`config.mk`:
```
export PLATFORM = sky130hd
export DESIGN_NAME = dual_slope_ctrl
export DESIGN_NICKNAME = d
export VERILOG_FILES = /design/src/rtl/dsc_pkg.sv /design/src/rtl/dsc_phase_counter.sv /design/src/rtl/dsc_result_hold.sv /design/src/rtl/dual_slope_ctrl.sv
export SDC_FILE = /design/constraint.sdc
export NUM_CORES = 1
export LEC_CHECK = 0
export CORE_MARGIN = 2
export CORE_UTILIZATION = 30
export CTS_CLUSTER_SIZE = 25
export DETAILED_ROUTE_END_ITERATION = 8
export PLACE_DENSITY = 0.47
export SLEW_MARGIN = 25
export SYNTH_ARGS = -nofsm -noshare
export SYNTH_HDL_FRONTEND = slang
export SYNTH_SLANG_ARGS = --single-unit
```
`constraint.sdc`:
```
create_clock -name clk -period 2.4 [get_ports clk]
set_clock_uncertainty 0.1 [all_clocks]
set_input_delay 0.48 -clock clk [delete_from_list [all_inputs] [get_ports clk]]
set_output_delay 0.48 -clock clk [all_outputs]
set_load 0.01 [all_outputs]
```
`src/rtl/dsc_pkg.sv`:
```
package dsc_pkg;

    typedef enum logic [2:0] {
        ST_IDLE  = 3'd0,
        ST_ZERO  = 3'd1,
        ST_INTEG = 3'd2,
        ST_DEINT = 3'd3,
        ST_DONE  = 3'd4
    } dsc_state_e;

    typedef enum logic [1:0] {
        SRC_SHORT = 2'b00,
        SRC_INPUT = 2'b01,
        SRC_REF   = 2'b10
    } dsc_src_e;

    typedef struct packed {
        dsc_state_e state;
    } dsc_ctrl_s;

endpackage

```
`src/rtl/dsc_phase_counter.sv`:
```
module dsc_phase_counter #(
    parameter int W = 7
) (
    input  logic         clk,
    input  logic         rst_n,
    input  logic         clear_i,
    input  logic         inc_i,
    output logic [W-1:0] count_o
);

    logic [W-1:0] cnt_d, cnt_q;

    always_comb begin
        cnt_d = cnt_q;
        if (clear_i) begin
            cnt_d = '0;
        end else if (inc_i) begin
            cnt_d = cnt_q + W'(1);
        end
    end

    always_ff @(posedge clk) begin
        if (!rst_n) begin
            cnt_q <= '0;
        end else begin
            cnt_q <= cnt_d;
        end
    end

    assign count_o = cnt_q;

endmodule

```
`src/rtl/dsc_result_hold.sv`:
```
module dsc_result_hold #(
    parameter int W    = 7,
    parameter int FULL = 64
) (
    input  logic         clk,
    input  logic         rst_n,
    input  logic         load_i,
    input  logic         sat_i,
    input  logic [W-1:0] count_i,
    output logic [W-1:0] result_o,
    output logic         ovf_o
);

    localparam logic [W-1:0] FULL_CODE = W'(FULL);

    typedef struct packed {
        logic [W-1:0] res;
        logic         ovf;
    } hold_s;

    hold_s h_d, h_q;

    always_comb begin
        h_d = h_q;
        if (load_i) begin
            h_d.ovf = sat_i;
            h_d.res = sat_i ? FULL_CODE : count_i;
        end
    end

    always_ff @(posedge clk) begin
        if (!rst_n) begin
            h_q <= '0;
        end else begin
            h_q <= h_d;
        end
    end

    assign result_o = h_q.res;
    assign ovf_o    = h_q.ovf;

endmodule

```
`src/rtl/dual_slope_ctrl.sv`:
```
module dual_slope_ctrl
    import dsc_pkg::*;
#(
    parameter int RUNUP_LOG2  = 6,
    parameter int ZERO_CYCLES = 4
) (
    input  logic                  clk,
    input  logic                  rst_n,
    input  logic                  start_i,
    input  logic                  cmp_above_i,
    output logic [1:0]            src_sel_o,
    output logic [RUNUP_LOG2:0]   result_o,
    output logic                  done_o,
    output logic                  overflow_o
);

    localparam int CW = RUNUP_LOG2 + 1;
    localparam int T  = 1 << RUNUP_LOG2;
    localparam logic [CW-1:0] T_LAST    = CW'(T - 1);
    localparam logic [CW-1:0] ZERO_LAST = CW'(ZERO_CYCLES - 1);

    dsc_ctrl_s c_d, c_q;

    logic          cnt_clear, cnt_inc;
    logic          res_load, res_sat;
    logic [CW-1:0] cnt;

    // next-state and counter control
    always_comb begin
        c_d       = c_q;
        cnt_clear = 1'b0;
        cnt_inc   = 1'b0;
        res_load  = 1'b0;
        res_sat   = 1'b0;
        case (c_q.state)
            ST_IDLE: begin
                if (start_i) begin
                    c_d.state = ST_ZERO;
                    cnt_clear = 1'b1;
                end
            end
            ST_ZERO: begin
                if (cnt == ZERO_LAST) begin
                    c_d.state = ST_INTEG;
                    cnt_clear = 1'b1;
                end else begin
                    cnt_inc = 1'b1;
                end
            end
            ST_INTEG: begin
                if (cnt == T_LAST) begin
                    c_d.state = ST_DEINT;
                    cnt_clear = 1'b1;
                end else begin
                    cnt_inc = 1'b1;
                end
            end
            ST_DEINT: begin
                if (!cmp_above_i) begin
                    c_d.state = ST_DONE;
                    res_load  = 1'b1;
                end else if (cnt == T_LAST) begin
                    c_d.state = ST_DONE;
                    res_load  = 1'b1;
                    res_sat   = 1'b1;
                end else begin
                    cnt_inc = 1'b1;
                end
            end
            ST_DONE: begin
                c_d.state = ST_IDLE;
            end
            default: begin
                c_d.state = ST_IDLE;
            end
        endcase
    end

    always_ff @(posedge clk) begin
        if (!rst_n) begin
            c_q.state <= ST_IDLE;
        end else begin
            c_q <= c_d;
        end
    end

    // output decode from the state register
    always_comb begin
        case (c_q.state)
            ST_INTEG: src_sel_o = SRC_INPUT;
            ST_DEINT: src_sel_o = SRC_REF;
            default:  src_sel_o = SRC_SHORT;
        endcase
    end

    assign done_o = (c_q.state == ST_DONE);

    dsc_phase_counter #(
        .W (CW)
    ) u_cnt (
        .clk     (clk),
        .rst_n   (rst_n),
        .clear_i (cnt_clear),
        .inc_i   (cnt_inc),
        .count_o (cnt)
    );

    dsc_result_hold #(
        .W    (CW),
        .FULL (T)
    ) u_hold (
        .clk      (clk),
        .rst_n    (rst_n),
        .load_i   (res_load),
        .sat_i    (res_sat),
        .count_i  (cnt),
        .result_o (result_o),
        .ovf_o    (overflow_o)
    );

endmodule

```
# Word level (Yosys, flattened, before mapping)
# Cells that the tools add are included.
# word_totals
output_inout_bits	11
in_bits	4
word_cells	39
reg_bits	18
# classes
n_eq_ne	10
add_sub_neg	1
n_reduce_logical	3
mux	20
bitwise_logic	1
# op_table
op	n
$mux W3	5
$pmux W3 S4	1
$mux W1	10
$add A7 B1 Y7 const B	1
$eq A7 B2 Y1 const B	1
$eq A7 B6 Y1 const B	1
$mux W7	1
$eq A3 B2 Y1 const B	2
$ne A2 B2 Y1 const B	3
$pmux W1 S3	2
$pmux W2 S2	1
$reduce_and A4 Y1	1
$eq A3 B1 Y1 const B	1
$eq A3 B3 Y1 const B	1
$logic_not A3 Y1	1
$ne A3 B3 Y1 const B	1
$reduce_or A2 Y1	1
$not A1 Y1	1

# Depth between registers and ports, before layout
# logic_depth
ltp_word	5
ltp_mapped	5
ltp_nobuf	5

# Cells and area by module
# Synthesis repeated with hierarchy kept, for this count alone.
# hier_totals
cells_unflattened	95
hier_area_um2	850.8
# by_module_without_submodules
module	area_each_um2	cells_per_inst	instances	seq_area_each_um2
dsc_result_hold	301.5	31	1	160.2
dsc_phase_counter	279.0	30	1	140.1
dual_slope_ctrl	270.3	34	1	60.1

# Worst setup path after synthesis
# No wires, ideal clock.
# synth_timing
kind	register to register
start	register u_cnt.cnt_q[0] (netlist: u_cnt.count_o[0])
end	register u_cnt.cnt_q[0] (netlist: u_cnt.count_o[0])
path_slack_ps	701
stages_incl_launch_ff	6
t_required_ps	2161
arrival_time_ps	1460
synth_period_minus_slack_ps	1699
path_buffers	0
setup_time_ps	139
path_cell_list	dfxtp_1 ha_1 and4b_1 a31oi_1 o311ai_2 nor3_1
# synth_via
elab_chain_cells	4
elab_cells_between_ends	11
cone_classes	add/sub: 1; eq/ne: 2; mux: 7; reduce/logical: 1
# synth_lines
item	line	text
start, declared	dsc_phase_counter.sv:11	logic [W-1:0] cnt_d, cnt_q;
start signal, assigned	dsc_phase_counter.sv:26	cnt_q <= cnt_d;
$eq A7 B6 Y1 or $eq A7 B2 Y1 (tied branches)	dual_slope_ctrl.sv:51, dual_slope_ctrl.sv:62, dual_slope_ctrl.sv:43	
$mux W1, on equally long branches	dual_slope_ctrl.sv:51, dual_slope_ctrl.sv:62, dual_slope_ctrl.sv:43	
$mux W1 or $pmux W1 S3 (tied branches)	dual_slope_ctrl.sv:59, dual_slope_ctrl.sv:35	
$pmux W1 S3 or $reduce_or A2 Y1 (tied branches)	--	
# Several ways; a longest one is shown, not always the timed one.
# A chain may end at the register's enable or synchronous reset.

# Final worst setup path
# layout_timing
start	register c_q[1] (netlist bit)
end	output port src_sel_o[0]
# layout_via
elab_chain_cells	2
elab_cells_between_ends	3
cone_classes	eq/ne: 2; mux: 1
# layout_lines
item	line	text
start, declared	dual_slope_ctrl.sv:22	dsc_ctrl_s c_d, c_q;
$eq A3 B2 Y1	dual_slope_ctrl.sv:89	case (c_q.state)
$pmux W2 S2 *	dual_slope_ctrl.sv:89	
end, declared	dual_slope_ctrl.sv:11	output logic [1:0] src_sel_o,
# Mark *: on every way between the ends. The rest lies on a longest branch, timed or not.

==> results by stage <==
Run status:
- The run finished with clean final reports.

Clocking:
- Clock-pin slew was measured on the worst setup and hold paths at roughly 120 ps.
- The maximum count of clock buffers along a single path is 2.
- CTS built an H-tree with a depth of 1.
- The insertion delay of the later-clocked pin in the worst-skew pair is approximately 310 ps.
- The clock drives 18 sinks.
- TritonCTS created 3 clock buffers.
- After clock tree synthesis, the setup repair step added 0 buffers.
- The number of cells upsized or downsized after cts is 0.
- TritonCTS built the clock tree.
- The cts-stage hold buffer count is 0.
- The clock root buffer master is clkbuf_4.

STA:
- The hold violation total from the final report is 0.
- Setup violations remaining at the end of the flow were counted as 0.
- The smallest clock period supported by the final layout is computed as about 2300 ps.
- Adding up every negative setup slack in the final design gives 0 ps.
- The relative slew slack is between 70% and 80%.
- Based on the critical path, the design can be clocked at up to 0.439 GHz.
- The number of max-slew violations in the final report is 0.
- The post-route fraction of the period consumed by the critical path is 94.8%.
- For the pin with the worst max-slew slack, the measured transition is 407 ps.
- Setup repair after global routing left no endpoint under its margin.

Setup path:
- The critical path goes through and2b_1 > and2_1 > clkdlybuf4s50_1.
- The largest incremental delay on the critical path is around 530 ps.
- The number of cells on the worst reg-to-reg path is 6.
- The worst setup path is launched from a flop.
- The element type at the critical path end is a primary output.
- The data required time at the worst endpoint is around 1800 ps.
- The critical setup path kind is flop to primary output.
- For this design, the slowest cell found on the critical path is clkdlybuf4s50_1.
- The data arrival time of the critical path is ~1700 ps.
- Along the worst path, the maximum fanout reaches 9.

Placed design:
- At the end of routability-driven placement, the weighted congestion stood at approximately 0.79.
- The final HPWL from detailed placement is around 1900 um.
- The cell count after placement is ~170.
- The count of buffers inserted at the top-level ports is 14.

Die:
- The total core area is 3050 um2.
- The effective utilization at floorplan is 31.5%.
- After floorplanning, the core was divided into 20 placement rows.
- 15 I/O pins were placed.
- The width of the die is 60.6 um.
- Measured along the y axis, the die boundary spans approximately 61 um.
- The overall die area is roughly 3700 um2.

Synthesis:
- After Yosys synthesis, XOR and XNOR cells account for 0% of the synthesized area.
- The portion of the post-synthesis area used by sequential elements is between 30% and 40%.
- The number of instances in the synthesized netlist is around 110.
- The Yosys step of the flow raised 0 warnings.
- The mux contribution to synthesized area is 0%.
- The post-synthesis cell type count is 47.
- The cell area after technology mapping is 962 um2.
- The share of the synthesized area in compound gates (AO/OA/AOI/OAI) is between 20% and 30%.
- The average cell area after synthesis is around 8.6 um2.
- The synthesized netlist devotes around a quarter of its cell area to simple gates.
- The adder-cell share of the synthesized area is 1.30%.
- The register bit count reported by yosys is 18.
- The largest family of logic cells by synthesized area is compound AO/OA/AOI/OAI gates.
- The synthesized net count is 117.

Drt:
- The initial detailed-routing violation count is 27.
- The total DRC errors in the routed layout is 0.
- The routed design uses 1060 um of met2 wire.
- The final layout contains routed wiring with a total length of 2530 um.
- The post-route met1 wirelength is approximately 1300 um.
- The routed wire length per instance is 14.7 um.
- The average vias per placed instance is roughly 5.2.
- The count of vias placed by the detailed router is around 900.
- The first TritonRoute pass finished after 4 iterations.
- The detail route stage leaves a number of antenna-violating nets equal to 0.
- The highest metal layer with signal wires is met4.
- Wire segments on met3 add up to between 80 and 90 um in the final route.

Pwr:
- Power spread over the standard cell area amounts to ~450 nW/um2.
- The worst-case IR drop observed on VDD is between 0.15 and 0.2 mV.
- The clock network is responsible for a little over a third of the overall power.
- The switching power is around 130 uW.
- The power share of the sequential group is around 56%.
- For this design the static power due to leakage is 0.407 nW.
- The fraction of power spent switching nets is 24.0%.
- Internal power comes to about 400 uW.
- Of the total power, combinational logic draws between 6 and 7%.

Final layout:
- From synthesis to final layout, the design area changed by 23.7%.
- Excluding fillers, the count of instances in the completed layout stands at around 170.
- The number of antenna diodes in the final layout is 0.
- The number of nets at the end of the flow is ~130.
- The fraction of final layout cells with drive strength greater than 1 is between 10% and 20%.

Global route:
- The first-pass GRT wire length is 4130 um.
- Entering global routing, the biggest net connects 11 pins.
- The initial antenna violation count is 0.
- The via count of the first global-routing pass is between 800 and 900.
- After global routing the overflow that remains totals 0.
- Across every metal layer, demand over resource in global routing totals 15.4%.

Worst hold path:
- The path type of the worst min-delay path is flop to flop.
- Along the worst hold path, the cell count comes to 2.

Run:
- Max-cap violations in this run came to 0.
## registers in the layout, indices dropped and copies added, names as in the netlist
register	cells
u_cnt.count_o	7
u_hold.ovf_o	1
c_q	3
u_hold.result_o	7
## Yosys cell counts, drive strengths merged
library cell | count | area share (%)
a211oi | 1 | 1.3
a21boi | 2 | 1.6
a21o | 2 | 1.7
a21oi | 12 | 6.2
a311oi | 2 | 1.8
a31oi | 4 | 2.6
a41oi | 1 | 0.91
and2 | 2 | 1.4
and2b | 1 | 0.78
and3 | 2 | 1.4
and4b | 1 | 1.0
buf | 4 | 3.0
clkbuf | 2 | 0.78
clkinv | 1 | 0.39
dfxtp | 18 | 37
ha | 1 | 1.3
inv | 2 | 0.78
nand2 | 9 | 3.5
nand2b | 2 | 1.3
nand3 | 6 | 3.1
nand3b | 1 | 0.78
nand4b | 1 | 0.91
nor2 | 2 | 0.78
nor2b | 2 | 1.3
nor3 | 3 | 1.6
nor3b | 2 | 2.7
nor4 | 2 | 1.3
o2111ai | 1 | 0.91
o211a | 1 | 1.0
o211ai | 2 | 1.6
o21ai | 11 | 5.7
o21bai | 1 | 0.78
o311a | 1 | 1.0
o311ai | 1 | 1.7
o31ai | 1 | 0.78
or3 | 1 | 0.65
or3b | 1 | 0.91
or4 | 3 | 3.1
## metal layers
layer  GRT usage, %  up-vias
met5              0        -
met4           6.83        0
met3           2.56        4
met2           21.0       18
met1           23.3      416
li1               -      458
## per-stage QoR
stage | hold WS [ps] | instance area (um2) | util, % | worst slack, ps | total power [mW]
after floorplan | 379 | 962 | - | 701 | 0.333
after global placement | 364 | 1150 | 37.7 | 316 | 0.350
after detailed placement | 368 | 1150 | 37.7 | 291 | 0.349
after CTS | 382 | 1190 | 38.9 | 16.9 | 0.548
after global routing | 400 | 1190 | 39.0 | 61.4 | 0.564
final | 379 | 1190 | 39.0 | 124 | 0.540
## final timing paths
check	startpoint	to	slack, ps
min reg2reg	u_hold.result_o[5]	u_hold.result_o[5]	380
max reg2reg	u_cnt.count_o[0]	u_cnt.count_o[4]	400
max	c_q[1]	src_sel_o[0]	120
min	u_hold.result_o[5]	u_hold.result_o[5]	380
## power groups by stage
stage | Clock (mW) | Sequential, mW | Combinational, mW
after floorplan | 0 | 0.311 | 0.0220
after global placement | 0 | 0.312 | 0.0379
after detailed placement | 0 | 0.312 | 0.0375
after CTS | 0.205 | 0.305 | 0.0375
after global routing | 0.218 | 0.306 | 0.0405
final | 0.197 | 0.305 | 0.0375
## logic make-up after synthesis
family | count (synthesis)
AO/OA/AOI/OAI | 43
adder cells (fa/ha/maj) | 1
buffers and inverters | 9
flip-flops | 18
AND/OR/NAND/NOR | 41
## critical path: cells and delay by family, from the launching register on
family        cells  cell delay [ps]
flops             1              450
buf+inv           1              530
simple gates      2              400
## cell type report
cell class	instances	area, um2
Sequential cell	18	363
Clock buffer	4	36.3
Tap cell	44	55.1
Inverter	3	11.3
Fill cell	330	1860
Timing Repair Buffer	18	170
Multi-Input combinational cell	85	554
## cells in the final DEF, fill, tap and decap left out, types with 2 or more instances in the layout
master and n:
nor2_1 2, nor3_1 3, nor4_1 2, o211ai_1 2
nand2b_1 2, inv_1 2, clkdlybuf4s50_1 14, a311oi_1 2
a21oi_1 12, a31oi_1 4, nand2_1 9, nor2b_1 2
o21ai_0 9, clkbuf_4 3, dfxtp_2 2, nand3_1 6
o21ai_1 2, or4_4 2, buf_4 4, dfxtp_1 16
Note: power is estimated with default switching activity, not from simulation.
